File: src/rtl/opu_pkg.sv
package opu_pkg;
  localparam int unsigned OP_W = 9;
  localparam int unsigned GRP_BIT = 8;

  typedef struct packed {
    logic grp_b;
    logic clr_ac;
    logic clr_lnk;
    logic cpl_ac;
    logic cpl_lnk;
    logic inc;
    logic rot_r;
    logic rot_l;
    logic twice;
    logic t_neg;
    logic t_zero;
    logic t_lnk;
    logic inv;
    logic or_sw;
    logic halt;
  } opu_ctl_t;
endpackage

File: src/rtl/opu_decode.sv
module opu_decode
  import opu_pkg::*;
(
  input  logic [OP_W-1:0] op_i,
  output opu_ctl_t        ctl_o
);
  logic grp_b;
  assign grp_b = op_i[GRP_BIT];

  always_comb begin
    ctl_o         = '0;
    ctl_o.grp_b   = grp_b;
    ctl_o.clr_ac  = op_i[7];
    if (!grp_b) begin
      ctl_o.clr_lnk = op_i[6];
      ctl_o.cpl_ac  = op_i[5];
      ctl_o.cpl_lnk = op_i[4];
      ctl_o.rot_r   = op_i[3];
      ctl_o.rot_l   = op_i[2];
      ctl_o.twice   = op_i[1];
      ctl_o.inc     = op_i[0];
    end else begin
      ctl_o.t_neg   = op_i[6];
      ctl_o.t_zero  = op_i[5];
      ctl_o.t_lnk   = op_i[4];
      ctl_o.inv     = op_i[3];
      ctl_o.or_sw   = op_i[2];
      ctl_o.halt    = op_i[1];
    end
  end
endmodule

File: src/rtl/opu_arith.sv
// Clear -> complement -> increment on the link:accumulator pair.
module opu_arith #(
  parameter int unsigned AC_W = 12
) (
  input  logic            clr_ac_i,
  input  logic            clr_lnk_i,
  input  logic            cpl_ac_i,
  input  logic            cpl_lnk_i,
  input  logic            inc_i,
  input  logic            link_i,
  input  logic [AC_W-1:0] ac_i,
  output logic [AC_W:0]   la_o
);
  localparam int unsigned LA_W = AC_W + 1;

  logic [AC_W-1:0] ac_c, ac_x;
  logic            l_c, l_x;
  logic [LA_W-1:0] la_x;

  always_comb begin
    ac_c = clr_ac_i  ? '0 : ac_i;
    l_c  = clr_lnk_i ? 1'b0 : link_i;
    ac_x = cpl_ac_i  ? ~ac_c : ac_c;
    l_x  = cpl_lnk_i ? ~l_c : l_c;
    la_x = {l_x, ac_x};
    la_o = inc_i ? la_x + LA_W'(1) : la_x;
  end
endmodule

File: src/rtl/opu_shift.sv
// Final stage of group A: rotate by one or two, or half swap.
module opu_shift #(
  parameter int unsigned AC_W = 12
) (
  input  logic          rot_r_i,
  input  logic          rot_l_i,
  input  logic          twice_i,
  input  logic [AC_W:0] la_i,
  output logic [AC_W:0] la_o
);
  localparam int unsigned LA_W = AC_W + 1;
  localparam int unsigned HALF = AC_W / 2;

  logic [LA_W-1:0] r1, r2, l1, l2, sw;

  assign r1 = {la_i[0], la_i[LA_W-1:1]};
  assign r2 = {la_i[1:0], la_i[LA_W-1:2]};
  assign l1 = {la_i[LA_W-2:0], la_i[LA_W-1]};
  assign l2 = {la_i[LA_W-3:0], la_i[LA_W-1:LA_W-2]};

  generate
    if (AC_W % 2 == 0) begin : g_swap
      assign sw = {la_i[AC_W], la_i[HALF-1:0], la_i[AC_W-1:HALF]};
    end else begin : g_noswap
      assign sw = la_i;
    end
  endgenerate

  always_comb begin
    unique case ({rot_r_i, rot_l_i})
      2'b10:   la_o = twice_i ? r2 : r1;
      2'b01:   la_o = twice_i ? l2 : l1;
      2'b00:   la_o = twice_i ? sw : la_i;
      default: la_o = la_i;
    endcase
  end
endmodule

File: src/rtl/opu_skip.sv
module opu_skip #(
  parameter int unsigned AC_W = 12
) (
  input  logic            t_neg_i,
  input  logic            t_zero_i,
  input  logic            t_lnk_i,
  input  logic            inv_i,
  input  logic            link_i,
  input  logic [AC_W-1:0] ac_i,
  output logic            skip_o
);
  logic any_hit;
  assign any_hit = (t_neg_i & ac_i[AC_W-1]) | (t_zero_i & (ac_i == '0)) | (t_lnk_i & link_i);
  // Inverse sense: AND of negated tests == NOT of the OR.
  assign skip_o = any_hit ^ inv_i;
endmodule

File: src/rtl/lac_operate_unit.sv
module lac_operate_unit
  import opu_pkg::*;
#(
  parameter int unsigned AC_W = 12
) (
  input  logic            clk_i,
  input  logic            rst_ni,
  input  logic            valid_i,
  input  logic [OP_W-1:0] op_i,
  input  logic            link_i,
  input  logic [AC_W-1:0] ac_i,
  input  logic [AC_W-1:0] switch_i,
  output logic            valid_o,
  output logic            link_o,
  output logic [AC_W-1:0] ac_o,
  output logic            skip_o,
  output logic            halt_o
);
  localparam int unsigned HALF = AC_W / 2;

  opu_ctl_t        ctl;
  logic [AC_W:0]   la_arith, la_shift;
  logic [AC_W-1:0] ac_b_clr, ac_b;
  logic            skip_b;
  logic            n_link, n_skip, n_halt;
  logic [AC_W-1:0] n_ac;

  opu_decode u_decode (.op_i(op_i), .ctl_o(ctl));

  opu_arith #(.AC_W(AC_W)) u_arith (
    .clr_ac_i (ctl.clr_ac),
    .clr_lnk_i(ctl.clr_lnk),
    .cpl_ac_i (ctl.cpl_ac),
    .cpl_lnk_i(ctl.cpl_lnk),
    .inc_i    (ctl.inc),
    .link_i   (link_i),
    .ac_i     (ac_i),
    .la_o     (la_arith)
  );

  opu_shift #(.AC_W(AC_W)) u_shift (
    .rot_r_i(ctl.rot_r),
    .rot_l_i(ctl.rot_l),
    .twice_i(ctl.twice),
    .la_i   (la_arith),
    .la_o   (la_shift)
  );

  // Group B: clear precedes both the tests and the switch merge.
  assign ac_b_clr = ctl.clr_ac ? '0 : ac_i;
  assign ac_b     = ctl.or_sw ? (ac_b_clr | switch_i) : ac_b_clr;

  opu_skip #(.AC_W(AC_W)) u_skip (
    .t_neg_i (ctl.t_neg),
    .t_zero_i(ctl.t_zero),
    .t_lnk_i (ctl.t_lnk),
    .inv_i   (ctl.inv),
    .link_i  (link_i),
    .ac_i    (ac_b_clr),
    .skip_o  (skip_b)
  );

  always_comb begin
    if (ctl.grp_b) begin
      n_link = link_i;
      n_ac   = ac_b;
      n_skip = skip_b;
      n_halt = ctl.halt;
    end else begin
      n_link = la_shift[AC_W];
      n_ac   = la_shift[AC_W-1:0];
      n_skip = 1'b0;
      n_halt = 1'b0;
    end
  end

  always_ff @(posedge clk_i or negedge rst_ni) begin
    if (!rst_ni) begin
      valid_o <= 1'b0;
      link_o  <= 1'b0;
      ac_o    <= '0;
      skip_o  <= 1'b0;
      halt_o  <= 1'b0;
    end else begin
      valid_o <= valid_i;
      if (valid_i) begin
        link_o <= n_link;
        ac_o   <= n_ac;
        skip_o <= n_skip;
        halt_o <= n_halt;
      end
    end
  end

  a_r2_latency: assert property (@(posedge clk_i) disable iff (!rst_ni)
    valid_i |=> valid_o);
  a_r2_idle: assert property (@(posedge clk_i) disable iff (!rst_ni)
    !valid_i |=> !valid_o);
  a_r13_grp_a_quiet: assert property (@(posedge clk_i) disable iff (!rst_ni)
    (valid_i && !op_i[GRP_BIT]) |=> (!skip_o && !halt_o));
  a_r7_half_swap: assert property (@(posedge clk_i) disable iff (!rst_ni)
    (valid_i && op_i == OP_W'('b0_0000_0010)) |=>
      (ac_o == {$past(ac_i[HALF-1:0]), $past(ac_i[AC_W-1:HALF])} && link_o == $past(link_i)));
  a_r9_empty_inverted: assert property (@(posedge clk_i) disable iff (!rst_ni)
    (valid_i && op_i[GRP_BIT] && op_i[3] && op_i[6:4] == 3'b000) |=> skip_o);
  a_r10_zero_after_clear: assert property (@(posedge clk_i) disable iff (!rst_ni)
    (valid_i && op_i[GRP_BIT] && op_i[7] && op_i[5] && !op_i[3]) |=> skip_o);
  a_r12_halt: assert property (@(posedge clk_i) disable iff (!rst_ni)
    (valid_i && op_i[GRP_BIT] && op_i[1]) |=> halt_o);
  a_r5_wrap: assert property (@(posedge clk_i) disable iff (!rst_ni)
    (valid_i && op_i == OP_W'('b0_0000_0001) && ac_i == '1) |=>
      (ac_o == '0 && link_o == !$past(link_i)));
endmodule

File: config.mk
export PLATFORM = sky130hd
export DESIGN_NAME = lac_operate_unit
export DESIGN_NICKNAME = d
export VERILOG_FILES = /design/src/rtl/opu_pkg.sv /design/src/rtl/opu_decode.sv /design/src/rtl/opu_arith.sv /design/src/rtl/opu_shift.sv /design/src/rtl/opu_skip.sv /design/src/rtl/lac_operate_unit.sv
export SDC_FILE = /design/constraint.sdc
export NUM_CORES = 1
export LEC_CHECK = 0
export BUFFER_PORTS_ARGS = -buffer_cell sky130_fd_sc_hd__buf_2
export CAP_MARGIN = 40
export CORE_ASPECT_RATIO = 2
export CORE_MARGIN = 5
export CORE_UTILIZATION = 60
export CTS_CLUSTER_SIZE = 8
export DETAILED_ROUTE_END_ITERATION = 6
export PLACE_DENSITY = 0.95
export SLEW_MARGIN = 20
export SYNTH_ARGS = -nofsm -noshare
export SYNTH_HDL_FRONTEND = slang
export SYNTH_SLANG_ARGS = --single-unit
File: constraint.sdc
create_clock -name clk_i -period 2.4 [get_ports clk_i]
set_input_delay 0.36 -clock clk_i [delete_from_list [all_inputs] [get_ports clk_i]]
set_output_delay 0.36 -clock clk_i [all_outputs]
set_load 0.01 [all_outputs]
Word level (Yosys, flattened, before mapping)

Index checks and enable logic that the tools add are counted.
W data, S select, Z words.

Bits in registers: 16
Memories kept: 0
Word-level logic and storage cells: 35
Bits in read-only memories: 0
Bits of input ports: 37
Memory bits (writable): 0
Latch bits: 0

Eq/ne operators: 2
Muxes and demuxes: 16
Div/mod/pow operators: 0
$lt $le $gt $ge: 0
Add/sub/neg operators: 1
Multipliers: 0
Reduce and logical (&&, ||, !) cells: 2
Bitwise operators: 9
Shifts and indexed selects: 0

Operators with widths:

| kind                    | count |
|---|---|
| $mux W12                | 5 |
| $mux W13                | 3 |
| $pmux W13 S3            | 1 |
| $add A13 B1 Y13 const B | 1 |
| $logic_not A12 Y1       | 1 |
| $not A12 Y12            | 1 |
| $or A12 B12 Y12         | 1 |
| $mux W7                 | 1 |
| $mux W6                 | 1 |
| $mux W1                 | 5 |
| $and A1 B1 Y1           | 3 |
| $eq A2 B1 Y1 const B    | 1 |
| $eq A2 B2 Y1 const B    | 1 |
| $logic_not A2 Y1        | 1 |
| $or A1 B1 Y1            | 2 |
| $not A1 Y1              | 1 |
| $xor A1 B1 Y1           | 1 |

Longest topological paths before layout

Depth in word-level cells: 9
Gate-level depth with buffers: 12
Depth with buffers taken out: 10

Cells and area by module

A second synthesis with hierarchy kept.

Cells, all modules: 312
Area, all modules: 2,555.0 µm²

By module, submodules not included:

| module           | cells each | times used | seq. area each (µm²) | area each (µm²) |
|---|---|---|---|---|
| lac_operate_unit | 94         | 1          | 400.4                | 1,034.7 |
| opu_shift        | 94         | 1          | 0.0                  | 669.4 |
| opu_arith        | 94         | 1          | 0.0                  | 634.4 |
| opu_decode       | 16         | 1          | 0.0                  | 111.4 |
| opu_skip         | 14         | 1          | 0.0                  | 105.1 |

Least setup slack after synthesis

Ideal clock, no wire load.

Path type: in2reg
Start point: input op_i[7]
End point: register ac_o[2]
Path buffers: 2
Stages on the path: 12
Library setup time: 140 ps
Required time: 2,260 ps
Slack: -422 ps
Arrival: 2,682 ps
Path through: buf_2 -> buf_2 -> nor2b_1 -> xnor2_1 -> ha_1 -> nand3b_2 -> o21ai_0 -> o2bb2ai_1 -> a211oi_4 -> mux2i_1 -> a2111oi_0 -> o22ai_1

Word-level cells in the longest chain between the ends: 8

RTL lines:

| what                             | line                                    | RTL |
|---|---|---|
| start: declaration               | lac_operate_unit.sv:9                   | `input logic [OP_W-1:0] op_i,` |
| $mux W12 (*)                     | opu_arith.sv:21, lac_operate_unit.sv:50 |  |
| $not A12 Y12                     | opu_arith.sv:23                         | `ac_x = cpl_ac_i ? ~ac_c : ac_c;` |
| $mux W12                         | opu_arith.sv:23                         |  |
| $add A13 B1 Y13                  | opu_arith.sv:26                         | `la_o = inc_i ? la_x + LA_W'(1) : la_x;` |
| $mux W13                         | opu_arith.sv:26                         |  |
| $mux W12 (tied with other cells) | opu_shift.sv:33                         | `2'b00: la_o = twice_i ? sw : la_i;` |
| $pmux W13 S3                     | opu_shift.sv:30                         | `unique case ({rot_r_i, rot_l_i})` |
| $mux W12 (*)                     | lac_operate_unit.sv:64                  | `if (ctl.grp_b) begin` |
| end signal: assignment           | lac_operate_unit.sv:88                  | `ac_o <= n_ac;` |
| end: declaration                 | lac_operate_unit.sv:15                  | `output logic [AC_W-1:0] ac_o,` |

Mark *: on every way between the ends. The rest lies on a longest branch, timed or not.
A chain may end at the register's enable or synchronous reset.

Final worst setup path

Start point: input op_i[8]
End point: register ac_o[2]

Word-level cells in the longest chain between the ends: 7

RTL lines:

| what                             | line                   | RTL |
|---|---|---|
| $mux W7                          | opu_decode.sv:14       | `if (!grp_b) begin` |
| $mux W12                         | opu_arith.sv:23        |  |
| $add A13 B1 Y13                  | opu_arith.sv:26        |  |
| $mux W13                         | opu_arith.sv:26        |  |
| $mux W12 (tied with other cells) | opu_shift.sv:33        |  |
| $pmux W13 S3                     | opu_shift.sv:30        |  |
| $mux W12 (*)                     | lac_operate_unit.sv:64 |  |

Marks and branches as above.

==> impl_metrics.tcl <==
set metrics [dict create \
    worst_pin_slew_ns 0.686 \
    ys_seq_elements 16 \
    holdWs_ns -0.00257 \
    drtPass1Iterations 7 \
    fmaxAchievable_mhz 408 \
    hpwlAfterDp_mm 7.50 \
    crit_path_end_kind "register" \
    register_area_um2 400 \
    rsz0062_at_grt "yes" \
    hold_class "primary input to asynchronous set/reset pin" \
    p_leak_nw 1.36 \
    synth_top_family_by_area "compound AO/OA/AOI/OAI gates" \
    final_util 0.839 \
    synth_edf_count 0 \
    final_nets 453 \
    antenna_found_initial 0 \
    rows 32 \
    multi_input_area_um2 2060 \
    rr_startpoint "ac_o[11]" \
    fillerInstances 218 \
    async_reset_ff_frac 1.00 \
    netlist_area_um2 2440 \
    grt_pass1_vias 3283 \
    drive_gt1_frac 0.345 \
    synthesis.instances 334 \
    overflow 0 \
    synthMuxAreaShare 0.0329 \
    wl_per_cell_um 24.6 \
    cts_tree "done" \
    yosys.area_share.simple 0.265 \
    grt_usage 0.404 \
    die_h_um 100 \
    power_mw 1.29 \
    synth_xor_xnor_area_share 0.0914 \
    syn_nets 372 \
    grt_pass1_wl_mm 16.4 \
    clk_path_buf_depth 2 \
    startpoint_type "primary input" \
    core_um2 3880 \
    fin_ws_ns -0.0499 \
    peakVddDrop_mv 0.241 \
    vias_per_cell 7.49 \
    fin_crit_sh 1.02 \
    place_inst 456 \
    critPathMaxFanout 6 \
    start_util 0.628 \
    final_common_cell "buf_2" \
    dieArea_um2 5510 \
    synthDistinctLibCells 70 \
    finClkSkew_ns 0 \
    synthToLayoutAreaGrowth_pct 33.7 \
    worstSetupStartpoint "op_i[8]" \
    maxCapViolCount 0 \
    io_pins 53 \
    grt_max_degree 24 \
    via_count 3483 \
    ctsHoldBuffers 0 \
    arrival_ns 2.59 \
    setup_viol 2 \
    fin_cells 465 \
    die_w_um 55.1 \
    gp_congestion 1.20 \
    timing.setup.tns_ns -0.0982 \
    status "finished with violations" \
    powerDensity_nw_per_um2 396 \
    clock-sinks 16 \
    synth_compound_area_frac 0.377 \
    synthAdderAreaFrac 0.00513 \
    diodes 0 \
    drtIter0Drc 492 \
    slew_violations 0 \
    layout_common_cells "buf_2, buf_4, nor2_1" \
    failed_checks "design-rule violations, negative hold slack, negative setup slack" \
    ant_nets 0 \
    wl_mm 11.4 \
    period_needed_ns 2.45 \
    cts.root.buffer_cell "clkbuf_8" \
    critical_path_class "primary input to register" \
    clkTransAtPathRegs_ns 0.07 \
    post-route-drc-count 43 \
    io_buffers 52 \
    required_ns 2.54 \
    clock_latency_ns 0.27 \
    hold_viol_final 5 \
    syn_avg_cell_area_um2 7.30 \
    yosys_most_used_dff "dfrtp_1" \
    slew_headroom 0.529 \
    cts_buffers 3 \
    ys_warn_count 0 \
    cts_max_level 1 \
    seq_area_frac_synth 0.164 \
    pre_cts_ws_ns -0.257 \
]
==> cells in the mapped netlist (all sizes together) (2+ instances only) <==
cell | number | share of area
nand3 | 10 | 0.023
o2bb2ai | 3 | 0.011
nand2 | 28 | 0.043
xor2 | 5 | 0.024
a22o | 2 | 0.0072
nand3b | 2 | 0.0077
nand4 | 2 | 0.0051
a211o | 2 | 0.0072
and3b | 2 | 0.0072
clkbuf | 12 | 0.019
mux2i | 8 | 0.033
inv | 11 | 0.017
and3 | 4 | 0.010
dfrtp | 16 | 0.16
nand2b | 9 | 0.023
o21ai | 31 | 0.067
a31oi | 9 | 0.023
xnor2 | 17 | 0.067
nor2 | 37 | 0.057
nor3 | 9 | 0.018
nor4 | 2 | 0.0077
o21bai | 2 | 0.0062
a22oi | 3 | 0.011
a32oi | 3 | 0.011
a2111oi | 5 | 0.036
a221oi | 4 | 0.017
nor2b | 13 | 0.034
a21oi | 33 | 0.068
o21a | 2 | 0.0062
buf | 11 | 0.029
nor3b | 2 | 0.0062
o221ai | 6 | 0.022
o22ai | 8 | 0.026
a311oi | 3 | 0.011
==> worst paths after layout <==
kind                                  to  slack (ns)  cells after the start
worst max-delay path             ac_o[2]       -0.05                     12
worst min-delay path             ac_o[2]      -0.003                      1
worst max register to register  ac_o[11]        1.09                      5
worst min register to register    skip_o        0.49                      1
max in group asynchronous       ac_o[11]        2.12                      1
min in group clk_i               ac_o[1]        0.49                      5
==> per-stage QoR <==
stage / area, um^2 / hold slack [ns]
5_1_grt: 3260 / 0.0504
4_1_cts: 3050 / 0.0242
6_report: 3260 / -0.00257
3_3_place_gp: 3000 / 0.294
2_1_floorplan: 2490 / 0.0644
3_5_place_dp: 3000 / 0.301
==> worst max-delay path, cell delays in order <==
cell       delay (ns)
buf_2            0.14
nand2b_4         0.16
xnor2_2          0.14
ha_2             0.23
buf_6            0.11
nand3b_4         0.13
o21ai_4          0.25
o2bb2ai_4        0.10
a211oi_4         0.29
mux2i_2          0.14
a2111oi_2        0.40
o22ai_1          0.13
==> kinds of logic after synthesis <==
group                    count (synthesis)
AO/OA/AOI/OAI                          127
XOR/XNOR                                22
adder cells (fa/ha/maj)                  1
buffers and inverters                   34
flip-flops                              16
multiplexers                             8
AND/OR/NAND/NOR                        126
==> power breakdown <==
group          internal [mW]  total (mW)  switching, mW
logic                  0.276       0.694          0.419
clock network          0.147       0.266          0.119
registers              0.306       0.329         0.0231
==> repair_timing <==
action,CTS,global route
gates resized for setup,0,27
endpoints found under the setup margin,0,12
buffers inserted,0,5
==> cell type report <==
| class | count | area share |
|---|---|---|
| clock buffer | 4 | 0.0169 |
| inverter | 11 | 0.0127 |
| multi-input combinational | 284 | 0.631 |
| sequential | 16 | 0.123 |
| tap | 51 | 0.0196 |
| timing repair buffer | 99 | 0.197 |
==> sequential cells by signal, summed over array words and instances (netlist names) <==
register,count
skip_o,1
valid_o,1
ac_o,12
halt_o,1
link_o,1
==> per-layer routing <==
metal	global-route usage	up-vias	part of all wire
met3	0.122	162	0.13
met1	0.428	1532	0.29
met2	0.631	389	0.45
li1	-	1400	-
met4	0.313	0	0.12
met5	0	-	0
No activity file was read; power rests on OpenSTA's default activity.
